===== config.mk =====
export PLATFORM = sky130hd
export DESIGN_NAME = ext_bus_ctrl
export DESIGN_NICKNAME = d
export VERILOG_FILES = /design/src/rtl/ebc_pkg.sv /design/src/rtl/ebc_cs_decode.sv /design/src/rtl/ebc_beat_timer.sv /design/src/rtl/ebc_data_path.sv /design/src/rtl/ext_bus_ctrl.sv
export SDC_FILE = /design/constraint.sdc
export NUM_CORES = 1
export LEC_CHECK = 0
export BUFFER_PORTS_ARGS = -buffer_cell sky130_fd_sc_hd__buf_4
export CORE_MARGIN = 4
export CORE_UTILIZATION = 35
export CTS_CLUSTER_SIZE = 40
export DETAILED_ROUTE_END_ITERATION = 8
export GPL_TIMING_DRIVEN = 0
export SLEW_MARGIN = 30
export SYNTH_ARGS = -nofsm -noshare
export SYNTH_HDL_FRONTEND = slang
export SYNTH_SLANG_ARGS = --single-unit

===== constraint.sdc =====
create_clock -name clk_i -period 3.4 [get_ports clk_i]
set_input_delay 0 -clock clk_i [delete_from_list [all_inputs] [get_ports clk_i]]
set_output_delay 0 -clock clk_i [all_outputs]
set_load 0.02 [all_outputs]

===== src/rtl/ebc_pkg.sv =====
package ebc_pkg;
  localparam int ADDR_W    = 22;
  localparam int DATA_W    = 16;
  localparam int NCS       = 4;
  localparam int WAIT_W    = 4;
  localparam int MAX_BEATS = 8;

  localparam logic [1:0] SZ_HALF  = 2'd0;
  localparam logic [1:0] SZ_WORD  = 2'd1;
  localparam logic [1:0] SZ_BURST = 2'd2;

  function automatic logic [3:0] beats_of(input logic [1:0] sz);
    case (sz)
      SZ_WORD:  return 4'd2;
      SZ_BURST: return 4'(MAX_BEATS);
      default:  return 4'd1;
    endcase
  endfunction
endpackage


===== src/rtl/ebc_cs_decode.sv =====
module ebc_cs_decode #(
  parameter int NCS    = 4,
  parameter int ADDR_W = 22,
  parameter int WAIT_W = 4
) (
  input  logic [ADDR_W-1:0]     addr_i,
  input  logic [NCS*ADDR_W-1:0] base_i,
  input  logic [NCS*ADDR_W-1:0] mask_i,
  input  logic [NCS-1:0]        en_i,
  input  logic [NCS*WAIT_W-1:0] wait_i,
  input  logic [NCS-1:0]        int_term_i,
  output logic                  hit_o,
  output logic [NCS-1:0]        sel_o,
  output logic [WAIT_W-1:0]     wait_o,
  output logic                  int_term_o
);
  logic [NCS-1:0] match;

  for (genvar g = 0; g < NCS; g++) begin : g_region
    assign match[g] = en_i[g] &&
      (((addr_i ^ base_i[g*ADDR_W +: ADDR_W]) & mask_i[g*ADDR_W +: ADDR_W]) == '0);
  end

  // lowest index wins: scan downward so the last match kept is the lowest
  always_comb begin
    hit_o      = 1'b0;
    sel_o      = '0;
    wait_o     = '0;
    int_term_o = 1'b0;
    for (int i = NCS - 1; i >= 0; i--) begin
      if (match[i]) begin
        hit_o      = 1'b1;
        sel_o      = '0;
        sel_o[i]   = 1'b1;
        wait_o     = wait_i[i*WAIT_W +: WAIT_W];
        int_term_o = int_term_i[i];
      end
    end
  end
endmodule


===== src/rtl/ebc_beat_timer.sv =====
module ebc_beat_timer #(
  parameter int WAIT_W = 4
) (
  input  logic              clk_i,
  input  logic              rst_ni,
  input  logic              start_i,
  input  logic              active_i,
  input  logic              ta_n_i,
  input  logic              int_term_i,
  input  logic [WAIT_W-1:0] wait_i,
  output logic              done_o
);
  localparam int CNT_W = WAIT_W + 2;

  logic [CNT_W-1:0] cnt_q;
  logic             ta_q;   // acknowledge seen low in the previous clock
  logic [CNT_W-1:0] lim;

  assign lim    = CNT_W'(wait_i) + CNT_W'(3);
  assign done_o = active_i && ((cnt_q >= CNT_W'(2) && ta_q) ||
                               (int_term_i && cnt_q == lim));

  always_ff @(posedge clk_i or negedge rst_ni) begin
    if (!rst_ni) begin
      cnt_q <= '0;
      ta_q  <= 1'b0;
    end else if (start_i || done_o) begin
      cnt_q <= CNT_W'(1);
      ta_q  <= 1'b0;
    end else if (active_i) begin
      if (cnt_q != '1) cnt_q <= cnt_q + CNT_W'(1);
      ta_q <= ~ta_n_i;
    end
  end


  cnt_bound_chk: assert property (@(posedge clk_i) disable iff (!rst_ni)
    active_i && int_term_i |-> cnt_q <= lim);
endmodule


===== src/rtl/ebc_data_path.sv =====
module ebc_data_path #(
  parameter int DATA_W    = 16,
  parameter int MAX_BEATS = 8
) (
  input  logic                          clk_i,
  input  logic                          rst_ni,
  input  logic                          load_i,
  input  logic [3:0]                    beats_i,
  input  logic [DATA_W*MAX_BEATS-1:0]   wdata_i,
  input  logic                          shift_i,
  input  logic [DATA_W-1:0]             bus_rd_i,
  output logic [DATA_W-1:0]             bus_wr_o,
  output logic [DATA_W*MAX_BEATS-1:0]   rdata_o
);
  localparam int BUF_W = DATA_W * MAX_BEATS;

  logic [BUF_W-1:0] wsh_q;
  logic [BUF_W-1:0] rsh_q;

  assign bus_wr_o = wsh_q[BUF_W-1 -: DATA_W];
  assign rdata_o  = rsh_q;

  always_ff @(posedge clk_i or negedge rst_ni) begin
    if (!rst_ni) begin
      wsh_q <= '0;
      rsh_q <= '0;
    end else if (load_i) begin
      // move the first beat's halfword to the top of the shifter
      wsh_q <= wdata_i << (DATA_W * (MAX_BEATS - int'(beats_i)));
      rsh_q <= '0;
    end else if (shift_i) begin
      wsh_q <= wsh_q << DATA_W;
      rsh_q <= {rsh_q[BUF_W-DATA_W-1:0], bus_rd_i};
    end
  end
endmodule


===== src/rtl/ext_bus_ctrl.sv =====
module ext_bus_ctrl
  import ebc_pkg::*;
#(
  parameter int ADDR_WIDTH = ADDR_W,
  parameter int DATA_WIDTH = DATA_W,
  parameter int N_CS       = NCS,
  parameter int WAIT_WIDTH = WAIT_W,
  parameter int BEATS_MAX  = MAX_BEATS
) (
  input  logic                             clk_i,
  input  logic                             rst_ni,
  input  logic                             req_valid_i,
  output logic                             req_ready_o,
  input  logic [ADDR_WIDTH-1:0]            req_addr_i,
  input  logic                             req_we_i,
  input  logic [1:0]                       req_size_i,
  input  logic [DATA_WIDTH*BEATS_MAX-1:0]  req_wdata_i,
  output logic                             rsp_valid_o,
  output logic                             rsp_err_o,
  output logic [DATA_WIDTH*BEATS_MAX-1:0]  rsp_rdata_o,
  input  logic [N_CS*ADDR_WIDTH-1:0]       cfg_base_i,
  input  logic [N_CS*ADDR_WIDTH-1:0]       cfg_mask_i,
  input  logic [N_CS-1:0]                  cfg_en_i,
  input  logic [N_CS*WAIT_WIDTH-1:0]       cfg_wait_i,
  input  logic [N_CS-1:0]                  cfg_int_term_i,
  output logic                             bclk_o,
  output logic [ADDR_WIDTH-1:0]            addr_o,
  output logic [N_CS-1:0]                  cs_n_o,
  output logic                             oe_n_o,
  output logic                             we_n_o,
  output logic [DATA_WIDTH-1:0]            data_o,
  output logic                             data_oe_o,
  input  logic [DATA_WIDTH-1:0]            data_i,
  input  logic                             ta_n_i
);
  logic                  hit;
  logic [N_CS-1:0]       sel;
  logic [WAIT_WIDTH-1:0] wait_d;
  logic                  term_d;
  logic                  accept, start, beat_done;

  logic                  busy_q, we_q, term_q, rsp_valid_q, rsp_err_q;
  logic [ADDR_WIDTH-1:0] addr_q;
  logic [N_CS-1:0]       sel_q;
  logic [WAIT_WIDTH-1:0] wait_q;
  logic [3:0]            beats_left_q;

  ebc_cs_decode #(.NCS(N_CS), .ADDR_W(ADDR_WIDTH), .WAIT_W(WAIT_WIDTH)) u_dec (
    .addr_i(req_addr_i), .base_i(cfg_base_i), .mask_i(cfg_mask_i), .en_i(cfg_en_i),
    .wait_i(cfg_wait_i), .int_term_i(cfg_int_term_i),
    .hit_o(hit), .sel_o(sel), .wait_o(wait_d), .int_term_o(term_d)
  );

  assign accept = req_valid_i && !busy_q;
  assign start  = accept && hit;

  ebc_beat_timer #(.WAIT_W(WAIT_WIDTH)) u_timer (
    .clk_i, .rst_ni, .start_i(start), .active_i(busy_q), .ta_n_i,
    .int_term_i(term_q), .wait_i(wait_q), .done_o(beat_done)
  );

  ebc_data_path #(.DATA_W(DATA_WIDTH), .MAX_BEATS(BEATS_MAX)) u_data (
    .clk_i, .rst_ni, .load_i(start), .beats_i(beats_of(req_size_i)),
    .wdata_i(req_wdata_i), .shift_i(busy_q && beat_done), .bus_rd_i(data_i),
    .bus_wr_o(data_o), .rdata_o(rsp_rdata_o)
  );

  always_ff @(posedge clk_i or negedge rst_ni) begin
    if (!rst_ni) begin
      busy_q       <= 1'b0;
      we_q         <= 1'b0;
      term_q       <= 1'b0;
      addr_q       <= '0;
      sel_q        <= '0;
      wait_q       <= '0;
      beats_left_q <= '0;
      rsp_valid_q  <= 1'b0;
      rsp_err_q    <= 1'b0;
    end else begin
      rsp_valid_q <= 1'b0;
      rsp_err_q   <= 1'b0;
      if (accept) begin
        if (hit) begin
          busy_q       <= 1'b1;
          we_q         <= req_we_i;
          term_q       <= term_d;
          addr_q       <= req_addr_i;
          sel_q        <= sel;
          wait_q       <= wait_d;
          beats_left_q <= beats_of(req_size_i);
        end else begin
          rsp_valid_q <= 1'b1;
          rsp_err_q   <= 1'b1;
        end
      end else if (busy_q && beat_done) begin
        if (beats_left_q == 4'd1) begin
          busy_q      <= 1'b0;
          rsp_valid_q <= 1'b1;
        end else begin
          beats_left_q <= beats_left_q - 4'd1;
          addr_q       <= addr_q + ADDR_WIDTH'(2);
        end
      end
    end
  end

  assign bclk_o      = clk_i;
  assign req_ready_o = !busy_q;
  assign rsp_valid_o = rsp_valid_q;
  assign rsp_err_o   = rsp_err_q;
  assign addr_o      = addr_q;
  assign cs_n_o      = busy_q ? ~sel_q : '1;
  assign oe_n_o      = !(busy_q && !we_q);
  assign we_n_o      = !(busy_q && we_q);
  assign data_oe_o   = busy_q && we_q;


  cs_onehot_chk: assert property (@(posedge clk_i) disable iff (!rst_ni)
    $onehot0(~cs_n_o));

  no_oe_we_chk: assert property (@(posedge clk_i) disable iff (!rst_ni)
    !(!oe_n_o && !we_n_o));

  err_no_cs_chk: assert property (@(posedge clk_i) disable iff (!rst_ni)
    rsp_valid_o && rsp_err_o |-> (&cs_n_o) && oe_n_o && we_n_o);

  rsp_pulse_chk: assert property (@(posedge clk_i) disable iff (!rst_ni)
    rsp_valid_o |=> !rsp_valid_o);

  addr_step_chk: assert property (@(posedge clk_i) disable iff (!rst_ni)
    busy_q && beat_done && beats_left_q != 4'd1 |=> addr_o == $past(addr_o) + ADDR_WIDTH'(2));
endmodule


== After elaboration in Yosys (flattened, before gate mapping) ==
Index checks and enable logic that the tools add are counted.
Word-level totals
  register bits: 302
  bits of input ports: 373
  output and inout bits: 177
  logic and storage cells: 112
Cells by class
  $add $sub $neg: 5
  $lt $le $gt $ge: 1
  equality and inequality tests: 7
  shifts and indexed selects: 1
  multiplexer cells: 44
  bitwise gates (word level): 10
  reduce and logical (&&, ||, !) cells: 31
Operator list (count)
  two-way mux 128 bit: 4
  << shifter 128 x 32 -> 128 bit: 1
  bitwise AND 22 bit: 4
  logical NOT 22 bit: 4
  two-way mux 22 bit: 4
  XOR 22 bit: 4
  two-way mux 4 bit: 13
  adder 22 x 2 -> 22 bit (second input constant): 1
  two-way mux 1 bit: 19
  two-way mux 6 bit: 3
  logical AND 1 bit: 12
  nonzero test 2 bit: 5
  one-hot mux 4 bit (2 select lines): 1
  adder 6 x 1 -> 6 bit (second input constant): 1
  == test 6 bit: 1
  >= comparator 6 x 2 -> 1 bit (second input constant): 1
  inequality test 6 bit (second input constant): 1
  AND reduction 3 bit: 2
  adder 4 x 2 -> 5 bit (second input constant): 1
  subtractor 4 x 4 -> 5 bit (first input constant): 1
  == test 4 x 1 -> 1 bit (second input constant): 1
  logical NOT 1 bit: 4
  inequality test 2 bit (second input constant): 2
  inverter 4 bit: 1
  6 further kinds: 8

== Depth between registers and ports, before layout ==
Gate-level depths: netlist (run 1).
  depth after elaboration: 12
  depth in mapped cells: 12
  depth with buffers taken out: 9

== By module ==
A second synthesis (run 1) with hierarchy kept.
Second synthesis, totals
  cells, all modules: 1869
  area total of the unflattened synthesis: 18584.1 µm²
By module, submodules not included
  ebc_data_path: instances 1, cells an instance 1367, area an instance 14371.3 µm², seq. area each 6406.1 µm²
  ext_bus_ctrl: instances 1, cells an instance 246, area an instance 2117.0 µm², seq. area each 975.9 µm²
  ebc_cs_decode: instances 1, cells an instance 187, area an instance 1482.7 µm², seq. area each 0.0 µm²
  ebc_beat_timer: instances 1, cells an instance 69, area an instance 613.1 µm², seq. area each 175.2 µm²

==> impl_summary.md, run 1 <==
Status
The run finished with clean final reports.

Route
In this run the top signal layer used is met4. After detailed routing, the wire length on met1 is 30500 um. Summed over all nets, wire length on met2 after detailed routing comes to 42100 um. After detailed routing, the average wire length per cell comes to 25.9 um. The final layout contains routed wiring with a total length of roughly 84000 um. After detailed routing, the number of remaining DRC violations is 0. Once detail routing completed, the nets flagged for antenna violations numbered 0. The number of vias per cell is 5.57. The detailed router placed 18000 vias in this run.

After the first detailed-routing iteration, the DRC count stood at around 1600. The detailed-routing iteration count for the pre-antenna-repair pass is 7. The met3 wire length is 6740 um.

Placed design
The number of placed instances with taps included is 2946. Detailed placement finished with a half-perimeter wire length of 65400 um. Summing all placed instances gives a cell area of 21400 um^2. The number of buffers added on ports is 527. The placer congestion estimate is a little under 1.

Worst hold path
The worst min-delay path startpoint is req_addr_i[13]. The cell depth of the worst min-delay path is 3. The classification of the worst-slack hold path is input pin to flop.

Power
Summed over all nets, the switching power comes to around 6.3 mW. The share of total power dissipated in combinational logic is 0.375. The net switching fraction of the power is 0.382.

The sequential share of power is 0.374. The worst ir drop on vdd is 0.450 mV. For this design the static power due to leakage is 11.7 nW. The power per cell area is 661 nW/um^2. The clock network power share is 0.251.

Internal power comes to ~10 mW.

Timing
The time the final worst path needs with I/O delays and setup is 3.35 ns. Clock skew on the completed layout was measured at 0.0323 ns. The transition time at the pin with the least slew margin is 0.943 ns. The timing-limited maximum frequency is 299 MHz. The max-slew violation count came to 0.

The number of hold violations in the final report was 0. The final critical-path share of the clock period is 0.984. Setup violations remaining at the end of the flow were counted as 0. In this run the tightest slew margin relative to its limit is 0.371.

The tightest hold path in the finished design has a slack of 0.0160 ns. Adding up every negative setup slack in the final design gives 0 ns. Setup repair after global routing left no endpoint under its margin.

Critical path
Among the stages of the critical path, the cell type that occurs most often is sky130_fd_sc_hd__dlygate4sd3_1. In this run the worst path has a maximum fanout of 10. The arrival time at the worst endpoint is 3.92 ns. The start of the worst register-to-register path is u_timer.cnt_q[2]$_DFFE_PN0P_. The length in cells of the worst reg-to-reg path is 9. STA puts the critical path data required time at roughly 4.0 ns.

The kind of capture point of the worst setup path is a flop. The launch point of the critical path is req_addr_i[16]. In this design, the stage delay of the slowest critical-path cell is roughly 0.64 ns. The standard cell with the maximum stage delay on the critical path is sky130_fd_sc_hd__or4_4.

The critical path class is input pin to flop. The worst setup path is launched from an input pin. The signal on the critical path passes through dlygate4sd3_1 -> clkbuf_4 -> xor2_1 -> a222oi_1 -> nand3_1 -> or4_4 -> a41oi_4 -> buf_2 -> o221ai_1 -> dlygate4sd3_1 -> o22ai_1.

Cells and area
Fill cells in the final layout number 4323. The signed area change from the synthesized netlist to the final layout is 49.9%. Leaving out filler cells and counting taps, the final layout contains between 3000 and 4000. The number of nets in the final layout is 2978. The share of layout cells above drive strength 1 is 0.290. After routing the design area is approximately 25000 um^2.

Clock tree
The clock transition at the registers of the reported paths is around 0.060 ns. The post-CTS setup-driven buffer insertion count is 0. The TritonCTS clock tree is yes. The clock reaches the later pin of the worst-skew pair after 0.67 ns.

Synthesis
The async set or reset register ratio after synthesis is 1.00. The number of nets in the synthesized netlist is 2190. The flop and latch count out of synthesis is 302. The area of the mapped netlist is 16600 um^2. Among all flip-flop cells after synthesis, the most frequent one is sky130_fd_sc_hd__dfrtp_1. For this run, the register share of the synthesized area comes to 0.454. The number of distinct library cells after synthesis is between 60 and 70. The number of enable-type register cells in the synthesized netlist is 0. The post-synthesis instance total is 1809. The synthesis warning total is 0. The mean area per synthesized cell is ~9.2 um^2.

Die
The region available for standard cell placement spans between 40000 and 50000 um^2. The overall die height is ~230 um. The floorplan die area is 51100 um^2.

The number of top-level design ports is 550. In this run the horizontal extent of the chip is 226 um. In this run the core area contains 79 standard-cell rows. The initial utilization of the core area, before any placement, comes to 0.356.

Flow run
The tool flagged a number of max-cap violations equal to 0.

GRT
Entering global routing, the biggest net connects 84 pins. The wire length of the first global-routing pass is 119000 um. Summed over all layers, the global routing overflow is 0.

The number of global-route vias before repair was 18300. The initial antenna violation count came to 2. For this run, the total global-route usage over all layers was measured as 0.315.
==> repair_timing <==
action | 4_1_cts | 5_1_grt
pin swaps | 0 | 0
gates resized for setup | 2 | 15
hold buffers | 217 | 2
setup endpoints to repair | 37 | 39
hold endpoints to repair | 382 | 2
==> layout make-up <==
type | count | area [um^2] | share of cell area
clock buffer | 55 | 1120 | 0.0450
timing repair buffer | 748 | 6250 | 0.251
sequential | 302 | 7560 | 0.303
antenna | 2 | 5.00 | 0.000201
tap | 607 | 759 | 0.0305
clock inverter | 13 | 138 | 0.00552
multi-input combinational | 1319 | 8210 | 0.329
inverter | 18 | 67.6 | 0.00271
buffer | 168 | 830 | 0.0333
==> metrics by stage <==
step                utilization  setup slack (ns)  power [mW]
CTS                       0.532            0.0374        16.5
global placement          0.457            -0.502        12.1
global route              0.533           0.00265        17.3
detailed placement        0.459            -0.219        12.2
finish                    0.533            0.0549        16.5
floorplan                     -             0.865        9.08
==> power by group through the flow <==
stage / sequential (mW) / clock (mW) / combinational [mW]
finish: 6.17 / 4.13 / 6.18
floorplan: 6.58 / 0.0344 / 2.46
CTS: 6.13 / 4.20 / 6.19
global placement: 6.16 / 0.0509 / 5.85
global route: 6.29 / 4.35 / 6.62
detailed placement: 6.18 / 0.0509 / 5.93
==> worst max-delay path: cells and delay by family <==
family / cells / cell delay [ns]
simple gates: 2 / 0.76
buf+inv: 4 / 1.83
compound gates: 4 / 1.10
xor+xnor: 1 / 0.21
==> placed cells by master (no fill, tap or decap), types with 18 or more instances in the layout <==
cell type and instances:
sky130_fd_sc_hd__buf_4 545, sky130_fd_sc_hd__nand2_1 444, sky130_fd_sc_hd__dfrtp_1 302, sky130_fd_sc_hd__dlygate4sd3_1 218
sky130_fd_sc_hd__a21oi_1 154, sky130_fd_sc_hd__xor2_1 93, sky130_fd_sc_hd__clkbuf_1 85, sky130_fd_sc_hd__nand3_1 79
sky130_fd_sc_hd__mux2i_1 77, sky130_fd_sc_hd__buf_2 55, sky130_fd_sc_hd__a22oi_1 53, sky130_fd_sc_hd__a31oi_1 45
sky130_fd_sc_hd__nor2_1 43, sky130_fd_sc_hd__mux2_2 41, sky130_fd_sc_hd__clkbuf_16 41, sky130_fd_sc_hd__o211ai_2 30
sky130_fd_sc_hd__o211ai_1 27, sky130_fd_sc_hd__a211oi_1 23, sky130_fd_sc_hd__a221oi_1 22, sky130_fd_sc_hd__nand4_1 20
sky130_fd_sc_hd__inv_1 18
==> flip-flops by register name, summed over array words and instances, names as in the netlist <==
name / cells
rsp_err_o: 1
busy_q: 1
addr_o: 22
u_data.wsh_q: 128
u_data.rdata_o: 128
u_timer.ta_q: 1
term_q: 1
wait_q: 4
beats_left_q: 4
sel_q: 4
u_timer.cnt_q: 6
rsp_valid_o: 1
we_q: 1
==> per-layer routing <==
metal,vias up,track usage
met5,-,0
met4,0,0.137
met3,200,0.0776
met2,936,0.554
met1,8799,0.364
li1,8066,-
==> kinds of logic after synthesis <==
logic type | count (synthesis) | share of synthesized area
simple gates | 638 | 0.163
compound gates | 461 | 0.200
flops | 302 | 0.454
buf+inv | 188 | 0.0536
mux | 118 | 0.0741
xor+xnor | 94 | 0.0495
fa+ha+maj | 8 | 0.00602
==> final timing paths <==
path	endpoint	slack, ns
max	wait_q[0]$_DFFE_PN0P_	0.05
min	addr_o[13]$_DFFE_PN0P_	0.02
max reg2reg	u_data.wsh_q[36]$_DFFE_PN0P_	0.13
min reg2reg	addr_o[0]$_DFFE_PN0P_	0.49
max in group asynchronous	u_data.rdata_o[8]$_DFFE_PN0P_	2.08
min in group asynchronous	u_data.wsh_q[49]$_DFFE_PN0P_	0.48
==> cells in the mapped netlist, types with 4 or more instances <==
cell | count | area [um^2]
sky130_fd_sc_hd__a211oi_1 | 23 | 173
sky130_fd_sc_hd__a21boi_0 | 4 | 30.0
sky130_fd_sc_hd__a21oi_1 | 154 | 771
sky130_fd_sc_hd__a221o_1 | 17 | 170
sky130_fd_sc_hd__a221oi_1 | 22 | 193
sky130_fd_sc_hd__a222oi_1 | 6 | 60.1
sky130_fd_sc_hd__a22oi_1 | 53 | 398
sky130_fd_sc_hd__a311oi_1 | 7 | 61.3
sky130_fd_sc_hd__a31oi_1 | 45 | 282
sky130_fd_sc_hd__a32o_1 | 16 | 160
sky130_fd_sc_hd__and2_1 | 4 | 25.0
sky130_fd_sc_hd__and3_1 | 10 | 62.6
sky130_fd_sc_hd__buf_1 | 6 | 22.5
sky130_fd_sc_hd__buf_2 | 56 | 280
sky130_fd_sc_hd__buf_4 | 19 | 143
sky130_fd_sc_hd__buf_6 | 6 | 67.6
sky130_fd_sc_hd__clkbuf_1 | 83 | 312
sky130_fd_sc_hd__dfrtp_1 | 302 | 7560
sky130_fd_sc_hd__ha_1 | 8 | 100
sky130_fd_sc_hd__inv_1 | 18 | 67.6
sky130_fd_sc_hd__mux2_2 | 41 | 462
sky130_fd_sc_hd__mux2i_1 | 77 | 771
sky130_fd_sc_hd__nand2_1 | 444 | 1670
sky130_fd_sc_hd__nand3_1 | 79 | 395
sky130_fd_sc_hd__nand4_1 | 20 | 125
sky130_fd_sc_hd__nor2_1 | 43 | 161
sky130_fd_sc_hd__nor2b_1 | 4 | 25.0
sky130_fd_sc_hd__nor3_1 | 10 | 50.1
sky130_fd_sc_hd__nor4_1 | 6 | 37.5
sky130_fd_sc_hd__o211ai_1 | 27 | 203
sky130_fd_sc_hd__o211ai_2 | 30 | 375
sky130_fd_sc_hd__o21ai_0 | 15 | 75.1
sky130_fd_sc_hd__o221ai_1 | 5 | 43.8
sky130_fd_sc_hd__o22ai_1 | 5 | 31.3
sky130_fd_sc_hd__xor2_1 | 93 | 815
Note: power is estimated with default switching activity, not from simulation.
==> run 2: changes to the inputs <==
CELL_PAD_IN_SITES_DETAIL_PLACEMENT = 0   (was not set)
CELL_PAD_IN_SITES_GLOBAL_PLACEMENT = 1   (was not set)
CTS_CLUSTER_DIAMETER = 150   (was not set)
PLACE_DENSITY_LB_ADDON = 0.1   (was not set)
RECOVER_POWER = 25   (was not set)
==> run 2 against run 1 <==
The run now ends with max-capacitance violations, max-slew violations left. Combinational power fell by 1%. Global-route usage is 2.1 points lower. Via count fell by 3.8%. Total power decreased by 14%. Register-to-register slack improved by 0.07 ns. Count of clock-buffer cells in the layout fell by 40. Critical endpoint is now wait_q[1]$_DFFE_PN0P_.
==> impl_summary.md, run 2 (synthesis results as in run 1) <==
Critical path
The stage delay of the slowest cell on the critical path was 0.61 ns (was 0.64 ns). The critical path required time was 3.95 ns (was 3.97 ns). The number of buffers and inverters on the critical path came to 4 (unchanged). The gate family responsible for the most delay along the worst path is buffers and inverters (unchanged). The type of origin of the critical path is an input pin (unchanged). The standard cell with the maximum stage delay on the critical path is sky130_fd_sc_hd__dlygate4sd3_1 (was sky130_fd_sc_hd__or4_4). The critical path class is input pin to flop (unchanged). The largest fanout of any net on the critical path is 10 (unchanged). The arrival time at the worst endpoint was 3.84 ns (was 3.92 ns). The kind of capture point of the worst setup path is a flop (unchanged).

Cell chain of the critical path: dlygate4sd3_1 -> clkbuf_1 -> xor2_1 -> a22oi_1 -> nand4_1 -> or3_1 -> clkbuf_1 -> nand2_1 -> a221oi_1 -> dlygate4sd3_1 -> o22ai_1 (was dlygate4sd3_1 -> clkbuf_4 -> xor2_1 -> a222oi_1 -> nand3_1 -> or4_4 -> a41oi_4 -> buf_2 -> o221ai_1 -> dlygate4sd3_1 -> o22ai_1).

Route
The wire length after detailed routing is 78100 um (was 83600 um). The number of vias per cell came to 5.42 (was 5.57). The count of unresolved DRC violations after routing is 0 (unchanged).

The final antenna-violating net count is 0 (unchanged). The initial DRC count came to 1576 (was 1610). The detail-routed net length per standard cell was 24.5 um (was 25.9 um). The detailed-routing iteration count for the pre-antenna-repair pass was 6 (was 7). The overall via count from detail_route is 17300 (was 18000).

Cells and area
The layout filler cell count is 4475 (was 4323). The number of nets in the final layout is 2969 (was 2978). The final non-filler cell area is 24100 um^2 (was 24900 um^2). The signed area change from the synthesized netlist to the final layout is 45.0% (was 49.9%). Commonest non-fill, non-tap cells in the layout: sky130_fd_sc_hd__buf_4 (545), sky130_fd_sc_hd__nand2_1 (444), sky130_fd_sc_hd__dfrtp_1 (302) (unchanged).

The utilization after layout is 0.516 (was 0.533). The share of layout cells above drive strength 1 is 0.278 (was 0.290). The most common cell after layout, fill and taps aside is sky130_fd_sc_hd__buf_4 (unchanged).

Die
The number of placement rows is 79 (unchanged). The initial core utilization is 0.356 (unchanged). The core outline area came to 46800 um^2 (unchanged).

The number of top-level design ports was 550 (unchanged). The overall die height was 226 um (unchanged). The floorplan die area is 51100 um^2 (unchanged). The die outline width is 226 um (unchanged).

Placed design
The placer congestion estimate is 0.931 (was 0.994). The sum of net half-perimeters after detailed placement is 61200 um (was 65400 um). The number of buffers added on ports was 527 (unchanged). The instance area after placement was 21400 um^2 (unchanged).

Power
The total power after layout is 14.2 mW (was 16.5 mW). The clock network power share was 0.142 (was 0.251). The power dissipated by switching net loads is 5.68 mW (was 6.30 mW). The sequential share of power is 0.427 (was 0.374).

The internal power component is 8.49 mW (was 10.2 mW). The power per cell area was 588 nW/um^2 (was 661 nW/um^2). The portion of total power attributed to combinational logic is 0.430 (was 0.375). The worst ir drop on vdd is 0.504 mV (was 0.450 mV). The net switching fraction of the power is 0.401 (was 0.382). The leakage dissipation is 11.3 nW (was 11.7 nW).

Status
The final reports fail on max-capacitance violations, max-slew violations. Run status: finished, violations left (was finished, final reports clean).

Flow run
The max capacitance violation total came to 3 (was 0).

GRT
The overall fraction of global-route tracks in use came to 0.293 (was 0.315). The pin count of the biggest net entering global routing was 85 (was 84). The initial antenna violation count is 3 (was 2). The wire length of the first global-routing pass came to 114000 um (was 119000 um).

The number of global-route vias before repair is 17800 (was 18300). The overall overflow remaining after global route is 0 (unchanged).

Timing
Setup repair after global routing missed its margin: no (unchanged). The final critical-path share of the clock period is 0.967 (was 0.984). The tightest hold margin is 0.0145 ns (was 0.0160 ns). The aggregate negative setup slack came to 0 ns (unchanged). The max-slew violation count came to 227 (was 0). The timing-limited maximum frequency is 304 MHz (was 299 MHz). The post-route clock skew is 0.0266 ns (was 0.0323 ns). The count of endpoints failing setup in the final report is 0 (unchanged).

The max-slew headroom at the worst pin is -0.465 (was 0.371). The time the final worst path needs with I/O delays and setup came to 3.29 ns (was 3.35 ns). The transition time at the pin with the least slew margin came to 2.20 ns (was 0.943 ns). The number of hold violations in the final report came to 0 (unchanged).

Clock tree
The clock insertion delay at the later pin of the skew report was 0.63 ns (was 0.67 ns). The TritonCTS clock tree was yes (unchanged). The clock transition at the registers of the reported paths is 0.16 ns (was 0.06 ns).

Worst hold path
The classification of the worst-slack hold path was input pin to flop (unchanged).
## run 2: cell types whose count changed in the layout (fill, tap and decap cells not counted), moves of 3 or more
cell and delta:
sky130_fd_sc_hd__buf_16 -3, sky130_fd_sc_hd__clkinvlp_4 -3, sky130_fd_sc_hd__clkbuf_2 +5, sky130_fd_sc_hd__dlygate4sd3_1 +15, sky130_fd_sc_hd__clkbuf_1 -9, sky130_fd_sc_hd__clkbuf_16 -27, sky130_fd_sc_hd__clkinv_2 -6, sky130_fd_sc_hd__clkbuf_8 -4
## run 2: final cells by class
| type | count | area [um^2] | share of cell area |
|---|---|---|---|
| Clock inverter | 1 | 20.0 | 0.000830 |
| Tap cell | 607 | 759 | 0.0315 |
| Antenna cell | 1 | 2.50 | 0.000104 |
| Clock buffer | 15 | 358 | 0.0148 |
| Inverter | 18 | 67.6 | 0.00280 |
| Timing Repair Buffer | 763 | 6320 | 0.262 |
| Multi-Input combinational cell | 1319 | 8190 | 0.340 |
| Sequential cell | 302 | 7560 | 0.313 |
| Buffer | 169 | 840 | 0.0348 |
## run 2: what timing repair did
item	CTS	global route
resized for setup	1	18
hold endpoints to repair	394	0
endpoints found under the setup margin	30	132
cloned	0	0
buffers inserted	0	0
hold buffers	234	0
## run 2: power groups by stage
stage	clock network, mW	registers, mW	logic, mW
final	2.02	6.05	6.10
after global routing	2.18	6.21	6.61
after CTS	2.06	6.04	6.14
after detailed placement	0.0509	6.10	5.86
after global placement	0.0509	6.09	5.79
after floorplan	0.0344	6.58	2.46
## run 2: per-layer routing
metal	track usage	part of all wire	vias to the layer above
met2	0.522	0.51	695
li1	-	-	8000
met1	0.372	0.40	8528
met4	0.0650	0.025	4
met3	0.0542	0.066	84
met5	0	0.00028	-
## run 2: worst min-delay path, delay by kind of cell
family	cells	cell delay, ns
compound gates	2	0.46
mux	1	0.08
buf+inv	1	0.08
## run 2: path summary, 6_finish.rpt
check | start | to | slack (ns) | cells after the start
min in group asynchronous | rst_ni | u_data.wsh_q[120]$_DFFE_PN0P_ | 1.24 | 4
max in group asynchronous | rst_ni | u_data.rdata_o[93]$_DFFE_PN0P_ | 0.66 | 4
worst min-delay path | req_wdata_i[125] | u_data.wsh_q[125]$_DFFE_PN0P_ | 0.01 | 4
worst min register to register | u_data.wsh_q[56]$_DFFE_PN0P_ | u_data.wsh_q[72]$_DFFE_PN0P_ | 0.50 | 2
worst max register to register | u_timer.cnt_q[2]$_DFFE_PN0P_ | u_data.wsh_q[75]$_DFFE_PN0P_ | 0.20 | 9
worst max-delay path | req_addr_i[17] | wait_q[1]$_DFFE_PN0P_ | 0.11 | 11
## run 2: through the flow
stage | instances | setup slack [ns]
after floorplan | 1809 | 0.865
after global placement | 2943 | -0.642
after detailed placement | 2946 | -0.301
after CTS | 3195 | 0.00532
after global routing | 3195 | 0.0362
final | 3195 | 0.112
==> run 3: changes to the inputs <==
ABC_AREA = 1   (was not set)
CELL_PAD_IN_SITES_DETAIL_PLACEMENT = 1   (was 0)
RECOVER_POWER = 50   (was 25)
==> run 3 against run 2 <==
The flow still finishes with violations (max-capacitance violations, max-slew violations). Cell count grew 18%. Synthesized cell count rose by 30%. Maximum frequency down 1.9%. Register-to-register slack better by 0.07 ns. Sequential power decreased by 16%. Clock power barely moved. Wire length rose by 17%. Non-clock buffer count shrank 11. Design area decreased by 0.53%. Sequential cell count unchanged. Area after synthesis increased by 1.9%. Core utilization shrank 1.4 points. Largest cell class is now sequential cells.
==> impl_summary.md, run 3 <==
Synthesis
The async set or reset register ratio after synthesis is 1.00 (unchanged). The dominant combinational cell family by area after synthesis is simple AND/OR/NAND/NOR gates (was compound AO/OA/AOI/OAI gates). The share of the yosys chip area belonging to registers is 0.446 (was 0.454).

The library cell occupying the most area in the post-synthesis netlist is sky130_fd_sc_hd__dfrtp_1 (unchanged). The mean area per synthesized cell is 7.19 um^2 (was 9.19 um^2). The dominant register cell in the synthesized netlist is sky130_fd_sc_hd__dfrtp_1 (unchanged). The flop and latch count out of synthesis is 302 (unchanged). The net count after synthesis is 2739 (was 2190). The most frequently used cell type in the post-synthesis netlist is sky130_fd_sc_hd__nand2_1 (unchanged).

The number of distinct library cells after synthesis is 42 (was 67). The simple logic cell fraction of the synthesized area came to 0.280 (was 0.163). The area share of the leading cell type in the synthesized netlist is 0.446 (was 0.454). Synth top cells by count: sky130_fd_sc_hd__nand2_1 (740), sky130_fd_sc_hd__dfrtp_1 (302), sky130_fd_sc_hd__inv_1 (300), sky130_fd_sc_hd__nand3_1 (205), sky130_fd_sc_hd__o21ai_0 (153) (was sky130_fd_sc_hd__nand2_1 (444), sky130_fd_sc_hd__dfrtp_1 (302), sky130_fd_sc_hd__a21oi_1 (154), sky130_fd_sc_hd__xor2_1 (93), sky130_fd_sc_hd__clkbuf_1 (83)). The area of the mapped netlist is 17000 um^2 (was 16600 um^2). Largest cells by area after synthesis: sky130_fd_sc_hd__dfrtp_1 (45%), sky130_fd_sc_hd__nand2_1 (16%), sky130_fd_sc_hd__inv_1 (6.6%), sky130_fd_sc_hd__nand3_1 (6.1%), sky130_fd_sc_hd__o21ai_0 (4.5%) (was sky130_fd_sc_hd__dfrtp_1 (45%), sky130_fd_sc_hd__nand2_1 (10%), sky130_fd_sc_hd__xor2_1 (4.9%), sky130_fd_sc_hd__a21oi_1 (4.6%), sky130_fd_sc_hd__mux2i_1 (4.6%)). The compound-gate portion of the synthesized area is 0.135 (was 0.200). The synthesized-area fraction occupied by adder cells came to 0.00590 (was 0.00602). The multiplexer fraction of the synthesized cell area was 0.00236 (was 0.0741).

The synthesis warning total is 0 (unchanged). The synthesized-area fraction occupied by xor and xnor cells is 0.0145 (was 0.0495). The post-synthesis instance total is 2358 (was 1809). The number of enable-type register cells in the synthesized netlist is 0 (unchanged).

Route
The initial DRC count is 1609 (was 1576). The wire length after detailed routing is 91600 um (was 78100 um). The overall via count from detail_route was 20200 (was 17300).

The detail-routed net length per standard cell is 24.3 um (was 24.5 um). The final antenna-violating net count came to 0 (unchanged). The count of unresolved DRC violations after routing is 0 (unchanged).

The detailed-routing iteration count for the pre-antenna-repair pass came to 5 (was 6). The number of vias per cell is 5.36 (was 5.42).

Placed design
The number of buffers added on ports is 538 (was 527). The placer congestion estimate is 0.963 (was 0.931). The placement-stage worst setup slack was 0.338 ns (was -0.301 ns). The sum of net half-perimeters after detailed placement was 69100 um (was 61200 um). The number of placed instances with taps included is 3515 (was 2946).

Critical path
The stage delay of the slowest cell on the critical path is 0.62 ns (was 0.61 ns). The kind of capture point of the worst setup path was a flop (unchanged). The end of the worst register-to-register path is u_data.wsh_q[121]$_DFFE_PN0P_ (was u_data.wsh_q[75]$_DFFE_PN0P_). The number of buffers and inverters on the critical path is 8 (was 4). Cell chain of the critical path: dlygate4sd3_1 -> buf_4 -> inv_1 -> ha_1 -> clkbuf_1 -> clkbuf_2 -> clkbuf_1 -> nand2_1 -> nand3_1 -> dlygate4sd3_1 -> nand3_1 -> dlygate4sd3_1 -> nand3_1 (was dlygate4sd3_1 -> clkbuf_1 -> xor2_1 -> a22oi_1 -> nand4_1 -> or3_1 -> clkbuf_1 -> nand2_1 -> a221oi_1 -> dlygate4sd3_1 -> o22ai_1). The start of the worst register-to-register path was wait_q[0]$_DFFE_PN0P_ (was u_timer.cnt_q[2]$_DFFE_PN0P_).

The critical path required time is 3.99 ns (was 3.95 ns). The type of origin of the critical path is an input pin (unchanged). The gate family responsible for the most delay along the worst path is buffers and inverters (unchanged).

The minimum setup slack among reg-to-reg paths came to 0.27 ns (was 0.20 ns). The standard cell with the maximum stage delay on the critical path is sky130_fd_sc_hd__dlygate4sd3_1 (unchanged). The largest fanout of any net on the critical path was 10 (unchanged). The critical path class is input pin to flop (unchanged).

The logic depth of the worst setup path including buffers is 13 (was 11). The length in cells of the worst reg-to-reg path was 11 (was 9). The arrival time at the worst endpoint is 3.94 ns (was 3.84 ns). The launch point of the critical path is req_size_i[0] (was req_addr_i[17]).

GRT
The number of global-route vias before repair was 21700 (was 17800). The wire length of the first global-routing pass is 136000 um (was 114000 um). The overall overflow remaining after global route is 0 (unchanged). The pin count of the biggest net entering global routing is 69 (was 85). The overall fraction of global-route tracks in use is 0.338 (was 0.293). The initial antenna violation count is 9 (was 3).

Timing
The time the final worst path needs with I/O delays and setup is 3.35 ns (was 3.29 ns). The max-slew violation count was 130 (was 227). The max-slew headroom at the worst pin is -0.151 (was -0.465). Setup repair after global routing missed its margin: no (unchanged). The post-route clock skew is 0.0452 ns (was 0.0266 ns).

The transition time at the pin with the least slew margin came to 1.73 ns (was 2.20 ns). The count of endpoints failing setup in the final report is 0 (unchanged). The number of hold violations in the final report is 0 (unchanged).

The final critical-path share of the clock period is 0.985 (was 0.967). The least setup slack across all paths after layout is 0.0495 ns (was 0.112 ns). The timing-limited maximum frequency is 298 MHz (was 304 MHz).

Worst hold path
The worst min-delay path startpoint is req_wdata_i[94] (was req_wdata_i[125]). The capture endpoint of the worst hold path is u_data.wsh_q[110]$_DFFE_PN0P_ (was u_data.wsh_q[125]$_DFFE_PN0P_). The classification of the worst-slack hold path is input pin to flop (unchanged). The cell depth of the worst min-delay path is 7 (was 4).

Status
Failing checks: max-capacitance violations, max-slew violations (unchanged). Run status: finished, violations left (unchanged).

Cells and area
The layout filler cell count came to 6143 (was 4475). The number of nets in the final layout is 3524 (was 2969). The signed area change from the synthesized netlist to the final layout is 41.5% (was 45.0%). The share of layout cells above drive strength 1 is 0.171 (was 0.278).

The number of standard cells in the layout, taps in and fillers out is 3764 (was 3195). The most common cell after layout, fill and taps aside is sky130_fd_sc_hd__nand2_1 (was sky130_fd_sc_hd__buf_4). Commonest non-fill, non-tap cells in the layout: sky130_fd_sc_hd__nand2_1 (740), sky130_fd_sc_hd__buf_4 (436), sky130_fd_sc_hd__dfrtp_1 (302) (was sky130_fd_sc_hd__buf_4 (545), sky130_fd_sc_hd__nand2_1 (444), sky130_fd_sc_hd__dfrtp_1 (302)).

Clock tree
The TritonCTS clock tree is yes (unchanged). The post-CTS setup-driven buffer insertion count is 0 (unchanged). The clock transition at the registers of the reported paths came to 0.17 ns (was 0.16 ns).

The clock insertion delay at the later pin of the skew report was 0.65 ns (was 0.63 ns).

Die
The floorplan die area is 52000 um^2 (was 51100 um^2). The die outline width is 228 um (was 226 um). The initial core utilization is 0.354 (was 0.356).

The overall die height is 228 um (was 226 um). The number of top-level design ports is 550 (unchanged). The core outline area is 47800 um^2 (was 46800 um^2). The number of placement rows is 80 (was 79).

Power
The worst ir drop on vdd was 0.323 mV (was 0.504 mV). The power per cell area came to 483 nW/um^2 (was 588 nW/um^2). The total power after layout is 11.6 mW (was 14.2 mW).

The leakage dissipation came to 12.1 nW (was 11.3 nW).

Flow run
The max capacitance violation total is 2 (was 3).
[run 3: changes by cell type after synthesis, moves of 39 or more]
cell                      before  now
sky130_fd_sc_hd__a21oi_1     154   27
sky130_fd_sc_hd__a22oi_1      53    1
sky130_fd_sc_hd__a31oi_1      45    6
sky130_fd_sc_hd__inv_1        18  300
sky130_fd_sc_hd__mux2_2       41    0
sky130_fd_sc_hd__mux2i_1      77    4
sky130_fd_sc_hd__nand2_1     444  740
sky130_fd_sc_hd__nand3_1      79  205
sky130_fd_sc_hd__nor2_1       43  138
sky130_fd_sc_hd__o21ai_0      15  153
sky130_fd_sc_hd__o22ai_1       5  100
sky130_fd_sc_hd__xor2_1       93   16
[run 3: routing by layer]
layer / vias to the layer above / GRT usage / part of all wire
met5: - / 0 / 0.00028
met4: 6 / 0.106 / 0.037
met3: 213 / 0.0644 / 0.074
met2: 932 / 0.576 / 0.47
met1: 9965 / 0.437 / 0.41
li1: 9077 / - / -
[run 3: final cells by class]
type | count | area (um^2) | share of cell area
clock buffers | 16 | 362 | 0.0151
inverters | 318 | 1190 | 0.0498
flip-flops and latches | 302 | 7560 | 0.315
clock inverters | 1 | 20.0 | 0.000835
repair buffers | 768 | 5850 | 0.244
plain buffers | 153 | 782 | 0.0326
diodes | 6 | 15.0 | 0.000626
well taps | 615 | 769 | 0.0321
multi-input cells | 1585 | 7440 | 0.310
[run 3: timing repair]
action | CTS | global route
resized for setup | 0 | 5
hold buffers | 227 | 0
hold endpoints to repair | 416 | 0
setup endpoints to repair | 0 | 4
[run 3: worst register-to-register path, stage by stage, from the launching register on]
cell	delay, ns
sky130_fd_sc_hd__dfrtp_1	0.41
sky130_fd_sc_hd__inv_1	0.07
sky130_fd_sc_hd__ha_1	0.22
sky130_fd_sc_hd__xnor2_1	0.20
sky130_fd_sc_hd__xor2_1	0.20
sky130_fd_sc_hd__nor2_1	0.07
sky130_fd_sc_hd__nand3_1	0.07
sky130_fd_sc_hd__nand2_1	0.05
sky130_fd_sc_hd__nand2_1	0.17
sky130_fd_sc_hd__clkbuf_1	0.48
sky130_fd_sc_hd__buf_1	0.86
sky130_fd_sc_hd__o211ai_1	0.22
[run 3: cell families (layout without fill, tap and decap cells)]
group           Yosys count  in the layout
simple gates           1149           1149
buf+inv                 471           1256
compound gates          396            396
flops                   302            302
xor+xnor                 28             28
fa+ha+maj                 8              8
mux                       4              4
other cells               0              6
[run 3: report_power, final]
| part | internal [mW] | switching, mW | total [mW] |
|---|---|---|---|
| Combinational | 1.63 | 2.84 | 4.47 |
| Sequential | 4.43 | 0.655 | 5.08 |
| Clock | 0.793 | 1.25 | 2.04 |
[run 3: stage by stage]
| step | hold slack [ns] | util | instance area, um^2 | setup TNS [ns] |
|---|---|---|---|---|
| after floorplan | -0.296 | - | 17000 | 0 |
| after global placement | 0.195 | 0.455 | 21800 | -152.07 |
| after detailed placement | -0.0328 | 0.458 | 21900 | 0 |
| after CTS | 0.00619 | 0.513 | 24600 | 0 |
| after global routing | 0.0695 | 0.501 | 24000 | 0 |
| final | 0.00766 | 0.501 | 24000 | 0 |
[run 3: worst max path at each step]
stage                                    end  slack (ns)
6_report       u_data.wsh_q[118]$_DFFE_PN0P_        0.05
5_1_grt        u_data.wsh_q[118]$_DFFE_PN0P_        0.03
4_1_cts        u_data.wsh_q[118]$_DFFE_PN0P_        0.04
3_5_place_dp   u_data.wsh_q[114]$_DFFE_PN0P_        0.34
3_3_place_gp    u_data.wsh_q[50]$_DFFE_PN0P_       -0.54
2_1_floorplan   u_data.wsh_q[48]$_DFFE_PN0P_        1.35
